--- config.mk ---
export PLATFORM = sky130hd
export DESIGN_NAME = regbus_xcvr
export DESIGN_NICKNAME = d
export VERILOG_FILES = /design/src/rtl/regbus_xcvr_pkg.sv /design/src/rtl/xcvr_capture.sv /design/src/rtl/xcvr_ctrl.sv /design/src/rtl/xcvr_path.sv /design/src/rtl/regbus_xcvr.sv
export SDC_FILE = /design/constraint.sdc
export NUM_CORES = 1
export LEC_CHECK = 0
export BUFFER_PORTS_ARGS = -buffer_cell sky130_fd_sc_hd__buf_2
export CAP_MARGIN = 10
export CORE_AREA = 10 10 57 59
export CTS_CLUSTER_DIAMETER = 30
export DETAILED_ROUTE_END_ITERATION = 8
export DIE_AREA = 0 0 67 69
export GPL_ROUTABILITY_DRIVEN = 0
export HOLD_SLACK_MARGIN = 0.06
export PLACE_DENSITY = 0.84
export SLEW_MARGIN = 15
export SYNTH_ARGS = -nofsm -noshare
export SYNTH_HDL_FRONTEND = slang
export SYNTH_SLANG_ARGS = --single-unit
--- constraint.sdc ---
create_clock -name clk -period 2.7 [get_ports clk]
set_clock_uncertainty 0.15 [all_clocks]
set_input_delay 0.54 -clock clk [delete_from_list [all_inputs] [get_ports clk]]
set_output_delay 0.54 -clock clk [all_outputs]
set_load 0.005 [all_outputs]
--- src/rtl/regbus_xcvr_pkg.sv ---
package regbus_xcvr_pkg;

    // Where a bus side takes its driven value from
    typedef enum logic [1:0] {
        SRC_NONE   = 2'd0,
        SRC_LIVE   = 2'd1,
        SRC_STORED = 2'd2
    } src_e;

endpackage

--- src/rtl/xcvr_capture.sv ---
module xcvr_capture #(
    parameter int W = 8
) (
    input  logic         clk,
    input  logic         rst_n,
    input  logic         strobe_i,
    input  logic [W-1:0] bus_i,
    output logic [W-1:0] stored_o
);

    typedef struct packed {
        logic         strobe_prev;
        logic [W-1:0] data;
    } cap_t;

    cap_t st_d, st_q;

    always_comb begin
        st_d             = st_q;
        st_d.strobe_prev = strobe_i;
        if (strobe_i && !st_q.strobe_prev) begin
            st_d.data = bus_i;
        end
    end

    always_ff @(posedge clk or negedge rst_n) begin
        if (!rst_n) begin
            st_q <= '0;
        end else begin
            st_q <= st_d;
        end
    end

    assign stored_o = st_q.data;

endmodule

--- src/rtl/xcvr_ctrl.sv ---
module xcvr_ctrl
    import regbus_xcvr_pkg::*;
(
    input  logic en_ab_i,
    input  logic en_ba_i,
    input  logic sel_ab_i,
    input  logic sel_ba_i,
    output src_e src_b_o,
    output src_e src_a_o,
    output logic loop_err_o
);

    logic both_on;
    logic guard;

    assign both_on = en_ab_i && en_ba_i;
    assign guard   = both_on && (!sel_ab_i || !sel_ba_i);

    always_comb begin
        src_b_o = SRC_NONE;
        if (en_ab_i) begin
            if (sel_ab_i) begin
                src_b_o = SRC_STORED;
            end else if (!guard) begin
                src_b_o = SRC_LIVE;
            end
        end
    end

    always_comb begin
        src_a_o = SRC_NONE;
        if (en_ba_i) begin
            if (sel_ba_i) begin
                src_a_o = SRC_STORED;
            end else if (!guard) begin
                src_a_o = SRC_LIVE;
            end
        end
    end

    assign loop_err_o = guard;

endmodule

--- src/rtl/xcvr_path.sv ---
module xcvr_path
    import regbus_xcvr_pkg::*;
#(
    parameter int W      = 8,
    parameter bit INVERT = 1'b0
) (
    input  src_e         src_i,
    input  logic [W-1:0] live_i,
    input  logic [W-1:0] stored_i,
    output logic [W-1:0] out_o,
    output logic         oe_o
);

    logic [W-1:0] picked;

    assign picked = (src_i == SRC_STORED) ? stored_i : live_i;
    assign oe_o   = (src_i != SRC_NONE);

    generate
        if (INVERT) begin : g_inv
            assign out_o = ~picked;
        end else begin : g_true
            assign out_o = picked;
        end
    endgenerate

endmodule

--- src/rtl/regbus_xcvr.sv ---
module regbus_xcvr
    import regbus_xcvr_pkg::*;
#(
    parameter int W      = 8,
    parameter bit INVERT = 1'b0
) (
    input  logic         clk,
    input  logic         rst_n,
    input  logic         cap_ab_i,
    input  logic         cap_ba_i,
    input  logic         sel_ab_i,
    input  logic         sel_ba_i,
    input  logic         oe_ab_i,
    input  logic         oe_ba_n_i,
    input  logic [W-1:0] a_in_i,
    output logic [W-1:0] a_out_o,
    output logic         a_oe_o,
    input  logic [W-1:0] b_in_i,
    output logic [W-1:0] b_out_o,
    output logic         b_oe_o,
    output logic         loop_err_o
);

    logic [W-1:0] stored_a;
    logic [W-1:0] stored_b;
    src_e         src_a;
    src_e         src_b;

    xcvr_capture #(.W(W)) u_cap_a (
        .clk      (clk),
        .rst_n    (rst_n),
        .strobe_i (cap_ab_i),
        .bus_i    (a_in_i),
        .stored_o (stored_a)
    );

    xcvr_capture #(.W(W)) u_cap_b (
        .clk      (clk),
        .rst_n    (rst_n),
        .strobe_i (cap_ba_i),
        .bus_i    (b_in_i),
        .stored_o (stored_b)
    );

    xcvr_ctrl u_ctrl (
        .en_ab_i    (oe_ab_i),
        .en_ba_i    (!oe_ba_n_i),
        .sel_ab_i   (sel_ab_i),
        .sel_ba_i   (sel_ba_i),
        .src_b_o    (src_b),
        .src_a_o    (src_a),
        .loop_err_o (loop_err_o)
    );

    xcvr_path #(.W(W), .INVERT(INVERT)) u_path_b (
        .src_i    (src_b),
        .live_i   (a_in_i),
        .stored_i (stored_a),
        .out_o    (b_out_o),
        .oe_o     (b_oe_o)
    );

    xcvr_path #(.W(W), .INVERT(INVERT)) u_path_a (
        .src_i    (src_a),
        .live_i   (b_in_i),
        .stored_i (stored_b),
        .out_o    (a_out_o),
        .oe_o     (a_oe_o)
    );

endmodule

==> impl_metrics.csv, run 1 <==
group,metric,value,unit
run_status,status,"finished, final reports clean",
sta,setup_violations,0,
worst_setup_path,rr_startpoint,"u_cap_b.st_q[8]$_DFF_PN0_",
clock_network,htreeDepth,1,
worst_hold_path,hold_end,"u_cap_b.st_q[8]$_DFF_PN0_",
floorplan,dieArea,4620,um2
floorplan,core,2150,um2
route,drc_errors,0,
synthesis,ys.warnings.count,0,
worst_hold_path,min_path_cells,1,
worst_setup_path,end_kind,"primary output",
worst_setup_path,rrSetupSlack,1170,ps
route,dr_wl_met2,953,um
worst_setup_path,crit_path_start_kind,"primary input",
cells_and_area,diodes,0,
floorplan,initial_core_util,0.435,
grt,grt_max_degree,19,
sta,fin_crit,2020,ps
power_and_ir_drop,p_leak,0.603,nW
sta,hold_viol_final,0,
worst_hold_path,hp-start,"cap_ba_i",
cells_and_area,layout-drive-gt1-share,0.748,
synthesis,yosysUniqueCellTypes,12,
sta,maxSlewViolCount,0,
synthesis,synthTopCellsByArea,"dfrtp_1 (48%), mux2_2 (29%), mux2_4 (13%)",
sta,worst_slew_pin_slew,622,ps
route,first_pass_iters,2,
synthesis,netlist_area,935,um2
sta,tns,0,ps
synthesis,synth-seq-cells,18,
cells_and_area,synthToLayoutAreaGrowth,27.6,%
grt,gr-total-overflow,0,
route,drt-initial-drc-count,24,
route,ant_nets,0,
synthesis,syn_nets,87,
route,wl,2.00,mm
route,wl_per_cell,14.8,um
power_and_ir_drop,power_density,525,nW/um2
floorplan,io_pins,43,
worst_setup_path,worstPathArrival,1330,ps
route,routed_via_density,4.76,
place,dp_hpwl,1.71,mm
synthesis,syn_avg_cell_area,14.8,um2
clock_network,cts_resized,0,
clock_network,clk_latency,280,ps
synthesis,seq_area_frac_synth,0.482,
worst_setup_path,crit_path_max_fanout,8,
clock_network,cts.sinks,18,
worst_setup_path,r2r_cells,2,
cells_and_area,final_core_util,0.555,
sta,final.period_utilization,0.747,
worst_setup_path,r2r-end,"u_cap_b.stored_o[2]$_DFFE_PN0P_",
grt,grt_pass1_vias,769,
route,drt-met1-wl,827,um
route,wl_met3,222,um
worst_setup_path,critPathKind,"primary input to primary output",
sta,rsz0062_at_grt,"false",
clock_network,cts-buffers-inserted,3,
floorplan,dieHeight,69,um
synthesis,synthDominantCellAreaShare,0.482,
clock_network,clkTransAtPathRegs,100,ps
power_and_ir_drop,vdd_drop_max,0.309,mV
cells_and_area,layout.nets,132,
route,vias,643,
sta,max_freq,496,MHz
worst_hold_path,hp-class,"primary input to register",
clock_network,cts-root-buf,"clkbuf_4",
run,drv_cap,0,
synthesis,netlist_instances,63,
floorplan,fp.dieW,67,um
grt,antenna_found_initial,0,
route,routed.top_layer,"met3",
sta,slew_headroom,0.584,
place,port-buffer-count,42,
synthesis,yosys.area.top_type,"dfrtp_1",
floorplan,rows,17,
clock_network,cts_tree,"yes",
grt,grt_pass1_wl,3.37,mm
worst_setup_path,crit_required,2010,ps
clock_network,cts.path.max_buffers,2,
grt,track_usage,0.0891,
worst max path at each step:
stage | from | to | slack [ps] | cells past startpoint
final | oe_ba_n_i | a_out_o[6] | 680 | 4
after global routing | oe_ab_i | b_out_o[4] | 650 | 4
after CTS | oe_ba_n_i | a_out_o[6] | 680 | 4
after detailed placement | oe_ba_n_i | a_out_o[6] | 680 | 4
after global placement | oe_ba_n_i | a_out_o[2] | 710 | 4
after floorplan | oe_ba_n_i | a_out_o[0] | 920 | 3
metrics by stage:
step	cells	instance area, um2	power [W]	hold WS, ps	worst slack, ps
global route	135	1190	0.000670	191	645
CTS	135	1190	0.000642	201	681
floorplan	63	935	0.000413	94.4	921
detailed placement	130	1150	0.000475	336	681
global placement	130	1150	0.000467	335	709
finish	135	1190	0.000626	218	684
cell type report:
class	instances	area [um2]
clock buffers	4	36.3
well taps	28	35.0
multi-input cells	40	443
repair buffers	43	220
flip-flops and latches	18	450
inverters	2	7.51
fillers	193	956
layout by cell type (no fill, tap or decap), drive strengths merged:
cell type	Yosys	final
nand2b	2	2
nand2	1	1
a211oi	1	1
mux2	32	32
dfrtp	18	18
a21oi	1	1
clkbuf	0	4
inv	2	2
buf	3	42
nor2	2	2
dlygate4sd3	0	1
nor2b	1	1
per-layer routing:
metal  up-vias  track usage
li1        308            -
met1       303       0.0938
met4         0       0.0339
met3         0       0.0467
met2        32        0.144
met5         -            0
cell usage after synthesis, drive strengths merged:
cell    number
nor2         2
buf          3
a21oi        1
inv          2
dfrtp       18
mux2        32
nand2b       2
nor2b        1
nand2        1
a211oi       1
cells by family (layout without fill, tap and decap cells):
kind of cell           count (synthesis)  count (layout)  synth area share
and+or+nand+nor                        6               6            0.0429
AOI/OAI and AO/OA                      2               2            0.0134
muxes                                 32              32             0.418
buffers and inverters                  5              49            0.0442
DFF                                   18              18             0.482
what timing repair did:
| item | 4_1_cts | 5_1_grt |
|---|---|---|
| hold buffers | 1 | 0 |
| buffers inserted | 0 | 0 |
| endpoints found under the setup margin | 0 | 0 |
| endpoints found under the hold margin | 18 | 0 |
power by group:
part	internal [W]	switching [W]
Combinational	0.0000905	0.0000539
Clock	0.0000820	0.0000770
Sequential	0.000306	0.0000168
Total	0.000478	0.000148
sequential cells by signal, summed over array words and instances (netlist names):
name	count
u_cap_b.stored_o	8
u_cap_a.st_q	1
u_cap_a.stored_o	8
u_cap_b.st_q	1
critical path, stage by stage:
cell and delay, ps:
buf_2 120, nand2b_4 210, mux2_4 320, buf_2 130
Power figures use the tool's default switching activity.
==> run 2, diff against run 1 <==
--- a/config.mk
+++ b/config.mk
@@ -5,15 +5,16 @@
 export SDC_FILE = /design/constraint.sdc
 export NUM_CORES = 1
 export LEC_CHECK = 0
+export ABC_AREA = 1
 export BUFFER_PORTS_ARGS = -buffer_cell sky130_fd_sc_hd__buf_2
 export CAP_MARGIN = 10
-export CORE_AREA = 10 10 57 59
+export CORE_AREA = 10 10 60 62
 export CTS_CLUSTER_DIAMETER = 30
 export DETAILED_ROUTE_END_ITERATION = 8
-export DIE_AREA = 0 0 67 69
+export DIE_AREA = 0 0 70 72
 export GPL_ROUTABILITY_DRIVEN = 0
 export HOLD_SLACK_MARGIN = 0.06
-export PLACE_DENSITY = 0.84
+export PLACE_DENSITY = 0.81
 export SLEW_MARGIN = 15
 export SYNTH_ARGS = -nofsm -noshare
 export SYNTH_HDL_FRONTEND = slang
==> constraint.sdc (replaced) <==
create_clock -name clk -period 1.7 [get_ports clk]
set_clock_uncertainty 0.15 [all_clocks]
set_input_delay 0.34 -clock clk [delete_from_list [all_inputs] [get_ports clk]]
set_output_delay 0.34 -clock clk [all_outputs]
set_load 0.005 [all_outputs]
==> impl_metrics.csv, run 2 <==
group,metric,value,unit
sta,max_freq,684,MHz
sta,setup_violations,0,
grt,grt_pass1_vias,1013,
place,port-buffer-count,42,
worst_hold_path,hp-class,"primary input to register",
sta,worst_slew_pin_slew,406,ps
worst_setup_path,end_kind,"primary output",
clock_network,cts.sinks,18,
synthesis,synthDominantCellAreaShare,0.463,
clock_network,cts-root-buf,"clkbuf_4",
floorplan,fp.dieW,70,um
clock_network,cts_tree,"yes",
synthesis,yosysMostFrequentCell,"nand2_1",
synthesis,seq_area_frac_synth,0.463,
grt,grt_pass1_wl,4.55,mm
power_and_ir_drop,p_leak,0.740,nW
cells_and_area,layout.nets,199,
clock_network,htreeDepth,1,
sta,hold_viol_final,0,
run_status,status,"finished, final reports clean",
route,routed_via_density,4.83,
worst_setup_path,crit_path_max_fanout,2,
worst_setup_path,worstPathArrival,970,ps
clock_network,clkTransAtPathRegs,100,ps
synthesis,yosysUniqueCellTypes,11,
cells_and_area,synthToLayoutAreaGrowth,25.3,%
synthesis,syn_nets,156,
place,dp_hpwl,2.11,mm
route,drt-initial-drc-count,50,
worst_setup_path,critPathKind,"register to primary output",
sta,slew_headroom,0.729,
synthesis,syn_avg_cell_area,7.37,um2
synthesis,yosys.area.top_type,"dfrtp_1",
grt,antenna_found_initial,0,
route,dr_wl_met2,1.07,mm
cells_and_area,mostFrequentLayoutCell,"nand2_1",
floorplan,dieHeight,72,um
floorplan,rows,18,
power_and_ir_drop,power_density,805,nW/um2
synthesis,synth_edf_count,0,
sta,fin_crit,1460,ps
synthesis,ys_async_sr_fraction,1.00,
cells_and_area,layout-drive-gt1-share,0.305,
route,drc_errors,0,
grt,grt_max_degree,19,
synthesis,synth-seq-cells,18,
clock_network,cts_resized,0,
synthesis,netlist_instances,132,
sta,tns,0,ps
grt,track_usage,0.104,
power_and_ir_drop,vdd_drop_max,0.488,mV
sta,final.period_utilization,0.860,
clock_network,cts.path.max_buffers,2,
cells_and_area,layout_common_cells,"nand2_1 (68), buf_2 (42), nand3_1 (32)",
synthesis,ys.warnings.count,0,
clock_network,clk_latency,290,ps
cells_and_area,diodes,0,
synthesis,synthTopCellsByArea,"dfrtp_1 (46%), nand2_1 (26%), nand3_1 (16%)",
floorplan,core,2430,um2
clock_network,cts-buffers-inserted,3,
route,wl_per_cell,13.1,um
floorplan,io_pins,43,
route,wl_met3,277,um
route,ant_nets,0,
route,drt-met1-wl,1.32,mm
run,drv_cap,0,
worst_setup_path,crit_path_start_kind,"register",
synthesis,synth_ff_type,"dfrtp_1",
route,vias,986,
route,first_pass_iters,4,
floorplan,initial_core_util,0.400,
synthesis,yosys-top-cells-count,"nand2_1 (68), nand3_1 (32), dfrtp_1 (18)",
route,wl,2.67,mm
worst_setup_path,crit_required,1210,ps
grt,gr-total-overflow,0,
floorplan,dieArea,5040,um2
sta,maxSlewViolCount,0,
power_and_ir_drop,total_power,0.000982,W
route,routed.top_layer,"met3",
sta,rsz0062_at_grt,"false",
synthesis,netlist_area,973,um2
run 2: changes by cell type after synthesis, moves of 2 or more:
| cell | change |
|---|---|
| nand2_1 | +68 |
| nand3_1 | +32 |
| mux2_2 | -24 |
| mux2_4 | -8 |
| buf_4 | +3 |
| inv_2 | +3 |
| nand2_4 | +3 |
| buf_6 | -2 |
| inv_1 | -2 |
run 2: per-stage QoR:
step                      instances   util  setup slack (ps)  hold slack [ps]  cell area (um2)
after floorplan                 132      -               523             -106              973
after global placement          199  0.483               249              137             1170
after detailed placement        199  0.483               243              140             1170
after CTS                       204  0.502               222              114             1220
after global routing            204  0.502               155              113             1220
final                           204  0.502               239              122             1220
run 2: path summary, 6_finish.rpt:
path	from	endpoint	slack, ps	depth (start not counted)
max in group asynchronous	rst_n	u_cap_b.stored_o[2]$_DFFE_PN0P_	740	2
hold / removal	cap_ab_i	u_cap_a.st_q[8]$_DFF_PN0_	120	1
hold reg to reg	u_cap_a.stored_o[0]$_DFFE_PN0P_	u_cap_a.stored_o[0]$_DFFE_PN0P_	330	2
setup reg to reg	u_cap_b.st_q[8]$_DFF_PN0_	u_cap_b.stored_o[1]$_DFFE_PN0P_	680	4
setup / recovery	u_cap_b.stored_o[5]$_DFFE_PN0P_	a_out_o[5]	240	3
min in group asynchronous	rst_n	u_cap_a.stored_o[0]$_DFFE_PN0P_	370	2
run 2: cells by family (layout without fill, tap and decap cells):
family,after synthesis,count (layout),synth area share
AO/OA/AOI/OAI,1,1,0.00514
buffers and inverters,8,50,0.0604
AND/OR/NAND/NOR,105,105,0.472
flip-flops,18,18,0.463
run 2: per-layer routing:
layer / GRT usage / up-vias
met3: 0.0463 / 0
met5: 0 / -
met4: 0.0197 / 0
li1: - / 506
met1: 0.130 / 436
met2: 0.162 / 44
run 2: final cells by class:
cell class | instances | area (um2)
fillers | 243 | 1210
multi-input cells | 106 | 464
flip-flops and latches | 18 | 450
repair buffers | 43 | 220
well taps | 30 | 37.5
clock buffers | 4 | 36.3
inverters | 3 | 11.3
run 2: critical path: stages, from the launching register on:
cell and delay (ps):
dfrtp_1 400, nand3_1 100, nand2_1 70, buf_2 120
run 2: what timing repair did:
action,4_1_cts,5_1_grt
hold endpoints to repair,18,0
hold buffers,1,0
buffers inserted,0,0
run 2: power breakdown:
group          internal (W)  switching, W
sequential         0.000478     0.0000282
clock              0.000130      0.000127
combinational     0.0000903      0.000128
